`src/rtl/aclink_cap_pkg.sv`:
```
package aclink_cap_pkg;

  localparam int unsigned SMP_W   = 16;
  localparam int unsigned SLOT_W  = 20;
  localparam int unsigned TAG_W   = 16;
  localparam int unsigned N_SLOTS = 12;

  typedef struct packed {
    logic       pd_all;
    logic       pd_left;
    logic       pd_right;
    logic [1:0] sel;
  } cap_cfg_t;

  // Slot pair for each map code (order is behaviour: the code values decode to these)
  function automatic logic [3:0] pair_left(input logic [1:0] sel);
    case (sel)
      2'b00:   pair_left = 4'd3;
      2'b01:   pair_left = 4'd7;
      2'b10:   pair_left = 4'd6;
      default: pair_left = 4'd10;
    endcase
  endfunction

  function automatic logic [3:0] pair_right(input logic [1:0] sel);
    case (sel)
      2'b00:   pair_right = 4'd4;
      2'b01:   pair_right = 4'd8;
      2'b10:   pair_right = 4'd9;
      default: pair_right = 4'd11;
    endcase
  endfunction

endpackage

```
`src/rtl/cap_reg_bank.sv`:
```
module cap_reg_bank
  import aclink_cap_pkg::*;
#(
  parameter int unsigned ADDR_W     = 4,
  parameter int unsigned DATA_W     = 16,
  parameter logic [ADDR_W-1:0] ADDR_PWR = 4'h2,
  parameter logic [ADDR_W-1:0] ADDR_MAP = 4'h6,
  parameter int unsigned BIT_PD_L   = 5,
  parameter int unsigned BIT_PD_R   = 4,
  parameter int unsigned BIT_PD_ALL = 8
) (
  input  logic              clk,
  input  logic              rst,
  input  logic              wr,
  input  logic [ADDR_W-1:0] addr,
  input  logic [DATA_W-1:0] wdata,
  output cap_cfg_t          cfg
);

  always_ff @(posedge clk) begin
    if (rst) begin
      cfg <= '0;
    end else if (wr) begin
      if (addr == ADDR_PWR) begin
        cfg.pd_left  <= wdata[BIT_PD_L];
        cfg.pd_right <= wdata[BIT_PD_R];
        cfg.pd_all   <= wdata[BIT_PD_ALL];
      end
      if (addr == ADDR_MAP) begin
        cfg.sel <= wdata[1:0];
      end
    end
  end

endmodule

```
`src/rtl/cap_sample_hold.sv`:
```
module cap_sample_hold #(
  parameter int unsigned SMP_W = 16
) (
  input  logic             clk,
  input  logic             rst,
  input  logic             smp_valid,
  input  logic [SMP_W-1:0] smp_left,
  input  logic [SMP_W-1:0] smp_right,
  input  logic             take,
  output logic [SMP_W-1:0] hold_left,
  output logic [SMP_W-1:0] hold_right,
  output logic             pend
);

  // A strobe in the take cycle wins: the frame reads the old pair, the new one waits.
  always_ff @(posedge clk) begin
    if (rst) begin
      hold_left  <= '0;
      hold_right <= '0;
      pend       <= 1'b0;
    end else if (smp_valid) begin
      hold_left  <= smp_left;
      hold_right <= smp_right;
      pend       <= 1'b1;
    end else if (take) begin
      pend       <= 1'b0;
    end
  end

endmodule

```
`src/rtl/cap_frame_builder.sv`:
```
module cap_frame_builder
  import aclink_cap_pkg::*;
#(
  parameter int unsigned SMP_W   = 16,
  parameter int unsigned SLOT_W  = 20,
  parameter int unsigned TAG_W   = 16,
  parameter int unsigned SLOT_CW = 4
) (
  input  logic               clk,
  input  logic               rst,
  input  logic               load,
  input  cap_cfg_t           cfg,
  input  logic [SMP_W-1:0]   hold_left,
  input  logic [SMP_W-1:0]   hold_right,
  input  logic               pend,
  output logic [TAG_W-1:0]   tag_next,
  output logic [TAG_W-1:0]   frame_tag,
  output logic [SLOT_W-1:0]  word_left,
  output logic [SLOT_W-1:0]  word_right,
  output logic [SLOT_CW-1:0] slot_left,
  output logic [SLOT_CW-1:0] slot_right
);

  localparam int unsigned PAD_W = SLOT_W - SMP_W;

  logic               on_l, on_r, fresh;
  logic [SMP_W-1:0]   src_l, src_r;
  logic [SLOT_W-1:0]  wl_n, wr_n;
  logic [SLOT_CW-1:0] sl_n, sr_n;

  always_comb begin
    on_l  = !cfg.pd_left  && !cfg.pd_all;
    on_r  = !cfg.pd_right && !cfg.pd_all;
    fresh = pend && (on_l || on_r);
    // lone channel feeds both slots
    src_l = on_l ? hold_left  : hold_right;
    src_r = on_r ? hold_right : hold_left;
    sl_n  = SLOT_CW'(pair_left(cfg.sel));
    sr_n  = SLOT_CW'(pair_right(cfg.sel));
    wl_n  = fresh ? {src_l, {PAD_W{1'b0}}} : '0;
    wr_n  = fresh ? {src_r, {PAD_W{1'b0}}} : '0;
    tag_next = TAG_W'(1) << (TAG_W - 1);
    if (fresh) begin
      tag_next = tag_next | (TAG_W'(1) << (TAG_W - 1 - int'(sl_n)));
      tag_next = tag_next | (TAG_W'(1) << (TAG_W - 1 - int'(sr_n)));
    end
  end

  always_ff @(posedge clk) begin
    if (rst) begin
      frame_tag  <= '0;
      word_left  <= '0;
      word_right <= '0;
      slot_left  <= '0;
      slot_right <= '0;
    end else if (load) begin
      frame_tag  <= tag_next;
      word_left  <= wl_n;
      word_right <= wr_n;
      slot_left  <= sl_n;
      slot_right <= sr_n;
    end
  end

endmodule

```
`src/rtl/cap_bit_serializer.sv`:
```
module cap_bit_serializer #(
  parameter int unsigned SLOT_W  = 20,
  parameter int unsigned TAG_W   = 16,
  parameter int unsigned N_SLOTS = 12,
  parameter int unsigned SLOT_CW = 4
) (
  input  logic               clk,
  input  logic               rst,
  input  logic               frame_start,
  input  logic               first_bit,
  input  logic [TAG_W-1:0]   frame_tag,
  input  logic [SLOT_W-1:0]  word_left,
  input  logic [SLOT_W-1:0]  word_right,
  input  logic [SLOT_CW-1:0] slot_left,
  input  logic [SLOT_CW-1:0] slot_right,
  output logic               sdata,
  output logic               active
);

  localparam int unsigned TAG_IW  = $clog2(TAG_W);
  localparam int unsigned WORD_IW = $clog2(SLOT_W);
  localparam int unsigned BIT_CW  = (TAG_IW > WORD_IW) ? TAG_IW : WORD_IW;

  logic [SLOT_CW-1:0] slot_idx;
  logic [BIT_CW-1:0]  bit_idx;
  logic [TAG_IW-1:0]  tag_pos;
  logic [WORD_IW-1:0] word_pos;
  logic               cur_bit, last_in_slot;

  always_comb begin
    tag_pos  = TAG_IW'(TAG_W - 1)   - bit_idx[TAG_IW-1:0];
    word_pos = WORD_IW'(SLOT_W - 1) - bit_idx[WORD_IW-1:0];
    if (slot_idx == '0) begin
      cur_bit      = frame_tag[tag_pos];
      last_in_slot = (bit_idx == BIT_CW'(TAG_W - 1));
    end else begin
      if (slot_idx == slot_left)       cur_bit = word_left[word_pos];
      else if (slot_idx == slot_right) cur_bit = word_right[word_pos];
      else                             cur_bit = 1'b0;
      last_in_slot = (bit_idx == BIT_CW'(SLOT_W - 1));
    end
  end

  always_ff @(posedge clk) begin
    if (rst) begin
      sdata    <= 1'b0;
      active   <= 1'b0;
      slot_idx <= '0;
      bit_idx  <= '0;
    end else if (frame_start) begin
      sdata    <= first_bit;
      active   <= 1'b1;
      slot_idx <= '0;
      bit_idx  <= BIT_CW'(1);
    end else if (active) begin
      sdata <= cur_bit;
      if (last_in_slot) begin
        bit_idx <= '0;
        if (slot_idx == SLOT_CW'(N_SLOTS)) active <= 1'b0;
        else slot_idx <= slot_idx + 1'b1;
      end else begin
        bit_idx <= bit_idx + 1'b1;
      end
    end else begin
      sdata <= 1'b0;
    end
  end

endmodule

```
`src/rtl/aclink_capture_serializer.sv`:
```
module aclink_capture_serializer
  import aclink_cap_pkg::*;
#(
  parameter int unsigned ADDR_W  = 4,
  parameter int unsigned DATA_W  = 16,
  parameter int unsigned SMP_W_P = SMP_W,
  parameter int unsigned SLOT_WP = SLOT_W,
  parameter int unsigned TAG_WP  = TAG_W,
  parameter int unsigned NSLOT_P = N_SLOTS
) (
  input  logic                clk,
  input  logic                rst,
  input  logic                sync_in,
  input  logic                reg_wr,
  input  logic [ADDR_W-1:0]   reg_addr,
  input  logic [DATA_W-1:0]   reg_wdata,
  input  logic                smp_valid,
  input  logic [SMP_W_P-1:0]  smp_left,
  input  logic [SMP_W_P-1:0]  smp_right,
  output logic                sdata_out
);

  localparam int unsigned SLOT_CW = $clog2(NSLOT_P + 1);

  cap_cfg_t            cfg;
  logic                sync_q, frame_start, pend_w, active_w;
  logic [SMP_W_P-1:0]  hold_l, hold_r;
  logic [TAG_WP-1:0]   tag_next_w, frame_tag_w;
  logic [SLOT_WP-1:0]  word_l, word_r;
  logic [SLOT_CW-1:0]  slot_l, slot_r;

  always_ff @(posedge clk) begin
    if (rst) sync_q <= 1'b0;
    else     sync_q <= sync_in;
  end
  assign frame_start = sync_in && !sync_q;

  cap_reg_bank #(.ADDR_W(ADDR_W), .DATA_W(DATA_W)) u_regs (
    .clk(clk), .rst(rst), .wr(reg_wr), .addr(reg_addr), .wdata(reg_wdata), .cfg(cfg)
  );

  cap_sample_hold #(.SMP_W(SMP_W_P)) u_hold (
    .clk(clk), .rst(rst), .smp_valid(smp_valid), .smp_left(smp_left),
    .smp_right(smp_right), .take(frame_start), .hold_left(hold_l),
    .hold_right(hold_r), .pend(pend_w)
  );

  cap_frame_builder #(
    .SMP_W(SMP_W_P), .SLOT_W(SLOT_WP), .TAG_W(TAG_WP), .SLOT_CW(SLOT_CW)
  ) u_build (
    .clk(clk), .rst(rst), .load(frame_start), .cfg(cfg),
    .hold_left(hold_l), .hold_right(hold_r), .pend(pend_w),
    .tag_next(tag_next_w), .frame_tag(frame_tag_w),
    .word_left(word_l), .word_right(word_r),
    .slot_left(slot_l), .slot_right(slot_r)
  );

  cap_bit_serializer #(
    .SLOT_W(SLOT_WP), .TAG_W(TAG_WP), .N_SLOTS(NSLOT_P), .SLOT_CW(SLOT_CW)
  ) u_ser (
    .clk(clk), .rst(rst), .frame_start(frame_start),
    .first_bit(tag_next_w[TAG_WP-1]), .frame_tag(frame_tag_w),
    .word_left(word_l), .word_right(word_r),
    .slot_left(slot_l), .slot_right(slot_r),
    .sdata(sdata_out), .active(active_w)
  );

endmodule

```
`config.mk`:
```
export PLATFORM = sky130hd
export DESIGN_NAME = aclink_capture_serializer
export DESIGN_NICKNAME = d
export VERILOG_FILES = /design/src/rtl/aclink_cap_pkg.sv /design/src/rtl/cap_reg_bank.sv /design/src/rtl/cap_sample_hold.sv /design/src/rtl/cap_frame_builder.sv /design/src/rtl/cap_bit_serializer.sv /design/src/rtl/aclink_capture_serializer.sv
export SDC_FILE = /design/constraint.sdc
export NUM_CORES = 1
export LEC_CHECK = 0
export CAP_MARGIN = 20
export CORE_MARGIN = 2
export CORE_UTILIZATION = 42
export CTS_BUF_LIST = sky130_fd_sc_hd__clkbuf_16
export DETAILED_ROUTE_END_ITERATION = 10
export PLACE_DENSITY = 0.71
export SLEW_MARGIN = 0
export SYNTH_ARGS = -nofsm -noshare
export SYNTH_HDL_FRONTEND = slang
export SYNTH_SLANG_ARGS = --single-unit
```
`constraint.sdc`:
```
create_clock -name clk -period 2 [get_ports clk]
set_input_delay 0.4 -clock clk [delete_from_list [all_inputs] [get_ports clk]]
set_output_delay 0.4 -clock clk [all_outputs]
set_load 0.05 [all_outputs]
```
Word level (Yosys, flattened, before mapping)

Cells that the tools add are included.

$add $sub $neg: 6
Shift-type cells: 2
Magnitude comparators: 2
Mux-type cells: 28
Reductions and logical operators: 17
Equal/unequal tests: 9
Bitwise operators: 2

Operators with widths:

| operator                                                               | count |
|---|---|
| 16-bit 2-to-1 mux                                                      | 3 |
| 20-bit 2-to-1 mux                                                      | 2 |
| 1-bit by 32-bit left shift with 15-bit output (first input constant)   | 1 |
| 1-bit by 32-bit left shift with 16-bit output (first input constant)   | 1 |
| 4-bit one-hot mux with 3 select lines                                  | 2 |
| 1-bit 2-to-1 mux                                                       | 17 |
| 16-bit OR                                                              | 1 |
| 1-bit binary-select mux with 5-bit select                              | 2 |
| 4-bit by 4-bit subtractor with 5-bit output (first input constant)     | 2 |
| 4-bit equality test                                                    | 2 |
| 5-bit by 6-bit < comparator with 1-bit output (second input constant)  | 1 |
| 5-bit by 1-bit adder with 5-bit output (second input constant)         | 1 |
| 5-bit by 4-bit equality test with 1-bit output (second input constant) | 1 |
| 5-bit equality test (second input constant)                            | 1 |
| 4-bit by 5-bit < comparator with 1-bit output (second input constant)  | 1 |
| 5-bit 2-to-1 mux                                                       | 1 |
| 5-bit subtractor (first input constant)                                | 1 |
| 4-bit by 1-bit adder with 4-bit output (second input constant)         | 1 |
| 1-bit binary-select mux with 4-bit select                              | 1 |
| 4-bit by 2-bit equality test with 1-bit output (second input constant) | 1 |
| 4-bit by 3-bit equality test with 1-bit output (second input constant) | 1 |
| 4-bit equality test (second input constant)                            | 1 |
| 1-bit logical AND                                                      | 4 |
| 1-bit zero test                                                        | 4 |
| other kinds (11)                                                       | 13 |

Logic and storage cells: 84
Bits in registers: 114
Output and inout port bits: 1
Input bits: 57

Depth between registers and ports, before layout

Gate-level depths: netlist of the first run.

Depth in word-level cells: 8
Depth in mapped cells: 9
Mapped depth without buffers: 8

Cells and area by module

Synthesis of the first run repeated with hierarchy kept, for this count alone.

Cell total of the unflattened synthesis: 493
Area total of the unflattened synthesis: 4987.3 sq um

By module, submodules not included:

| module                    | seq. area each (sq um) | cells each | area each (sq um) | instances |
|---|---|---|---|---|
| cap_frame_builder         | 1021.0                 | 249        | 2378.5            | 1 |
| cap_sample_hold           | 660.6                  | 108        | 1204.9            | 1 |
| cap_bit_serializer        | 220.2                  | 110        | 1153.6            | 1 |
| cap_reg_bank              | 100.1                  | 23         | 202.7             | 1 |
| aclink_capture_serializer | 20.0                   | 3          | 47.5              | 1 |

Worst setup path after synthesis of the first run

OpenSTA, ideal clock, no wires.

Path kind: reg-to-reg
Start point: register u_ser.bit_idx[2]
End point: register u_ser.sdata
Data required time: 1878 ps
Period minus slack after synthesis: 1933 ps
Cell stages (with the launch flop): 9
Path slack: 67 ps
Path buffers: 1
Data arrival time: 1810 ps
Setup time: 122 ps
Path through: dfxtp_1 inv_1 ha_1 buf_2 mux4_2 o21ai_0 o21ai_0 nand2_1 a31oi_1

Word-level cells in the longest chain between the ends: 8
Elaborated cells on any way between the ends: 13
Classes of those cells: add/sub (2); mux (11)

RTL lines:

| element                                   | RTL line                 | RTL |
|---|---|---|
| from (decl)                               | cap_bit_serializer.sv:25 | `logic [BIT_CW-1:0] bit_idx;` |
| from (signal assigned)                    | cap_bit_serializer.sv:62 | `bit_idx <= bit_idx + 1'b1;` |
| 5-bit subtractor                          | cap_bit_serializer.sv:32 | `word_pos = WORD_IW'(SLOT_W - 1) - bit_idx[WORD_IW-1:0];` |
| 1-bit binary-select mux with 5-bit select | cap_bit_serializer.sv:38 | `else if (slot_idx == slot_right) cur_bit = word_right[word_pos];` |
| 1-bit 2-to-1 mux (not written as such)    | cap_bit_serializer.sv:38 |  |
| 1-bit 2-to-1 mux                          | cap_bit_serializer.sv:38 |  |
| 1-bit 2-to-1 mux                          | cap_bit_serializer.sv:37 | `if (slot_idx == slot_left) cur_bit = word_left[word_pos];` |
| 1-bit 2-to-1 mux *                        | cap_bit_serializer.sv:33 | `if (slot_idx == '0) begin` |
| 1-bit 2-to-1 mux *                        | cap_bit_serializer.sv:55 | `end else if (active) begin` |
| 1-bit 2-to-1 mux *                        | cap_bit_serializer.sv:50 | `end else if (frame_start) begin` |
| to (signal assigned)                      | cap_bit_serializer.sv:51 | `sdata <= first_bit;` |
| to (signal assigned)                      | cap_bit_serializer.sv:56 | `sdata <= cur_bit;` |
| to (decl)                                 | cap_bit_serializer.sv:16 | `output logic sdata,` |

Every way passes the cells marked *; elsewhere a longest branch is shown, timed or not. The select of a mux whose other input is x is not followed.
A chain may end at the register's enable or synchronous reset.

Worst setup path after layout of the first run

Start point: register u_ser.sdata
End point: output port sdata_out

RTL lines:

| element   | RTL line                        | RTL |
|---|---|---|
| to (decl) | aclink_capture_serializer.sv:20 | `output logic sdata_out` |

No word-level cell between the ends.

==> run summary, run 1 <==
hold_sp - rst
fin area - 5520 um2
DP Wirelength - 6800 um
Min Hold Slack - 0.400 ns
Comb power frac - 0.091
Post-synth EDFFs - 0
Yosys cell types - 42
CP max stage delay - 0.80 ns
Final WS setup - 0.142 ns
buffer and inverter count on the worst path - 1
Critical Path AT - 1.46 ns
final critical-path share of the clock period - 0.929
number of global-route vias before repair - 3283
H-tree depth - 3
Row Count - 37
area grow syn2layout - 22.6%
Ports - 58
fin crit period - 1.86 ns
mux contribution to synthesized area - 0.221
Worst Setup End Kind - output port
switching portion of total power - 0.230
Clock Skews - 0.00910 ns
die area - 11600 um2
Syn Inst Count - 466
status - finished clean
setup_tns - 0 ns
pin count of the biggest net entering global routing - 41
reg2reg end - u_ser.sdata
register area share after synthesis - 0.445
Peak Freq - 0.538 GHz
CTS root buf - clkbuf_16
Post-Layout Cell Count - 655
VDD IR max - 0.597 mV
gr usage total - 0.167
Via Count - 3385
Simple-Gate Fraction of Synth Area - 0.145
complex-gate fraction of the synthesized area - 0.0837
hold path depth - 2
fin nets - 585
CP top delay family - buffers and inverters
Worst Hold End - u_build.frame_tag[3]
PortBufs - 46
FFs w/ async S/R, synth - 0
worst r2r src - u_ser.bit_idx[0]
main flop type after synthesis - dfxtp_1
dpl ws - 0.0649 ns
ranking of synthesized cells by area - dfxtp_1 45%, mux2i_1 17%, nor2_1 4.8%
Post-Syn Area - 4500 um2
fin. max-slew vios - 0
DR vias/cell - 5.17
Slew headroom - 0.580
type of the tightest min-delay check - in2reg
YS warnings - 0
TritonCTS clock tree - yes
worst-skew pair later-pin latency - 0.34 ns
worst slew pin tran - 0.625 ns
flops & latches, synth - 100
CP Cell Sequence - clkdlybuf4s50_1
post-synth top area cell - dfxtp_1
P_leak - 2.39 nW
initial drt markers - 154
Synth top cells by count - 100 x dfxtp_1, 77 x mux2i_1, 58 x nor2_1, 52 x nand2_1, 39 x o21ai_0
Crit path required time - 1.60 ns
# diodes - 0
Critical Path Source - u_ser.sdata
final WL - 9210 um
Adder-Cell Fraction of Synth Area - 0.0389
most numerous cell in the Yosys netlist - dfxtp_1
Syn Nets - 537
clock-pin transition on the worst setup and hold timing paths - 0.07 ns
crit path max fanout - 1
Synth top area share - 0.445
DRC - 0
remaining antenna violation count - 0
drt wl/cell - 14.1 um
R2R depth - 6
Post-Synthesis Mean Instance Area - 9.65 um2
Layout fillers - 924
CTS sink count - 100
Hold Fails Final Rpt - 0
combinational family with the most area after synthesis - multiplexers
layout cells sized above 1 - 0.102
Power Total - 4.39 mW
CTS max path bufs - 2
Core Area - 10400 um2
reg2reg setup slack - 0.16 ns
post-route core utilization - 0.532
final setup violation count - 0
internal power - 3.38 mW
die height - 107 um
clock power share - 0.428
Reg power frac - 0.481
Inserted Clock Buffers - 9
sw power - 1.01 mW
Max-Cap Viols - 0
drt pass-1 iters - 4
Crit Path Class - reg2out
first-pass GRT wire length - 15500 um
Placed Cells - 638
Starting Density - 0.434
slowest CP cell - clkdlybuf4s50_1
initial antenna violation count - 0
CP Launch Type - flop
Post-DP Area - 5180 um2
XOR/XNOR Fraction of Synth Area - 0.0273
RSZ-0062 raised after global routing - false
Die W - 107 um
Final GP Congestion - 0.827
Pwr per Cell Area - 796 nW/um2
GRT overflow - 0
==> placed cells by master, fill, tap and decap left out, types with 4 or more instances in the layout <==
cell and n:
xnor2_1 8, a21oi_1 10, nand4_1 5, o21ai_0 38, dfxtp_1 99, mux2i_1 77
ha_1 13, nor3_1 6, inv_1 9, a32o_1 4, clkbuf_16 9, xor2_1 6
mux4_1 5, buf_4 20, clkdlybuf4s50_1 44, nand3_1 4, nor2_1 57, nor2b_1 4
nand2_1 52
==> area by class of cell <==
cell class / count / area (um2) / area share
multi-input cells: 325 / 2320 / 0.422
inverters: 9 / 33.8 / 0.00613
repair buffers: 69 / 661 / 0.120
flip-flops and latches: 100 / 2000 / 0.363
clock inverters: 7 / 97.6 / 0.0177
well taps: 136 / 170 / 0.0309
clock buffers: 9 / 225 / 0.0408
==> registers in the layout (all words and copies together), names as in the netlist <==
register and count:
u_ser.sdata 1, u_hold.hold_left 16, u_hold.pend 1, u_build.slot_right 4, sync_q 1, u_build.frame_tag 11, u_ser.active 1, u_regs.cfg 5
u_ser.slot_idx 4, u_build.slot_left 3, u_ser.bit_idx 5, u_hold.hold_right 16, u_build.word_left 16, u_build.word_right 16
==> power groups by stage <==
| stage | Clock (mW) | Sequential, mW | Combinational [mW] |
|---|---|---|---|
| after CTS | 1.91 | 2.11 | 0.401 |
| after global routing | 1.99 | 2.12 | 0.436 |
| after global placement | 0 | 2.15 | 0.387 |
| final | 1.88 | 2.11 | 0.399 |
| after detailed placement | 0 | 2.16 | 0.400 |
| after floorplan | 0 | 2.14 | 0.238 |
==> how the worst max path moves through the flow <==
stage | cells after the start | to | slack [ns]
floorplan | 8 | u_ser.sdata | 0.07
global placement | 7 | u_ser.sdata | 0.06
detailed placement | 8 | u_ser.slot_idx[3] | 0.06
CTS | 8 | u_ser.slot_idx[3] | 0.03
global route | 9 | u_ser.slot_idx[1] | 0.006
finish | 1 | sdata_out | 0.14
==> repair_timing <==
action,4_1_cts,5_1_grt
buffers inserted,0,1
hold endpoints to repair,0,0
gates resized for setup,0,3
setup endpoints to repair,0,6
hold buffers,0,0
==> logic make-up (layout without fill, tap and decap cells) <==
logic type	after synthesis	count (layout)
xor gates and xnor gates	14	14
buffers and inverters	41	94
muxes	87	87
AOI/OAI and AO/OA	65	65
and+or+nand+nor	145	145
DFF	100	100
adders and majority gates	14	14
==> layer usage <==
| layer | track usage | up-vias | share of wire |
|---|---|---|---|
| met4 | 0.0467 | 0 | 0.010 |
| met3 | 0.0357 | 6 | 0.026 |
| met5 | 0 | - | 0 |
| met2 | 0.280 | 44 | 0.49 |
| li1 | - | 1709 | - |
| met1 | 0.217 | 1626 | 0.47 |
Power figures use the tool's default switching activity.
==> run 2, diff against run 1 <==
--- a/config.mk
+++ b/config.mk
@@ -10,6 +10,7 @@
 export CORE_UTILIZATION = 42
 export CTS_BUF_LIST = sky130_fd_sc_hd__clkbuf_16
 export DETAILED_ROUTE_END_ITERATION = 10
+export HOLD_SLACK_MARGIN = 0.15
 export PLACE_DENSITY = 0.71
 export SLEW_MARGIN = 0
 export SYNTH_ARGS = -nofsm -noshare
==> results of run 2 <==
The final DEF is identical to that of run 1; final timing and power are the same.
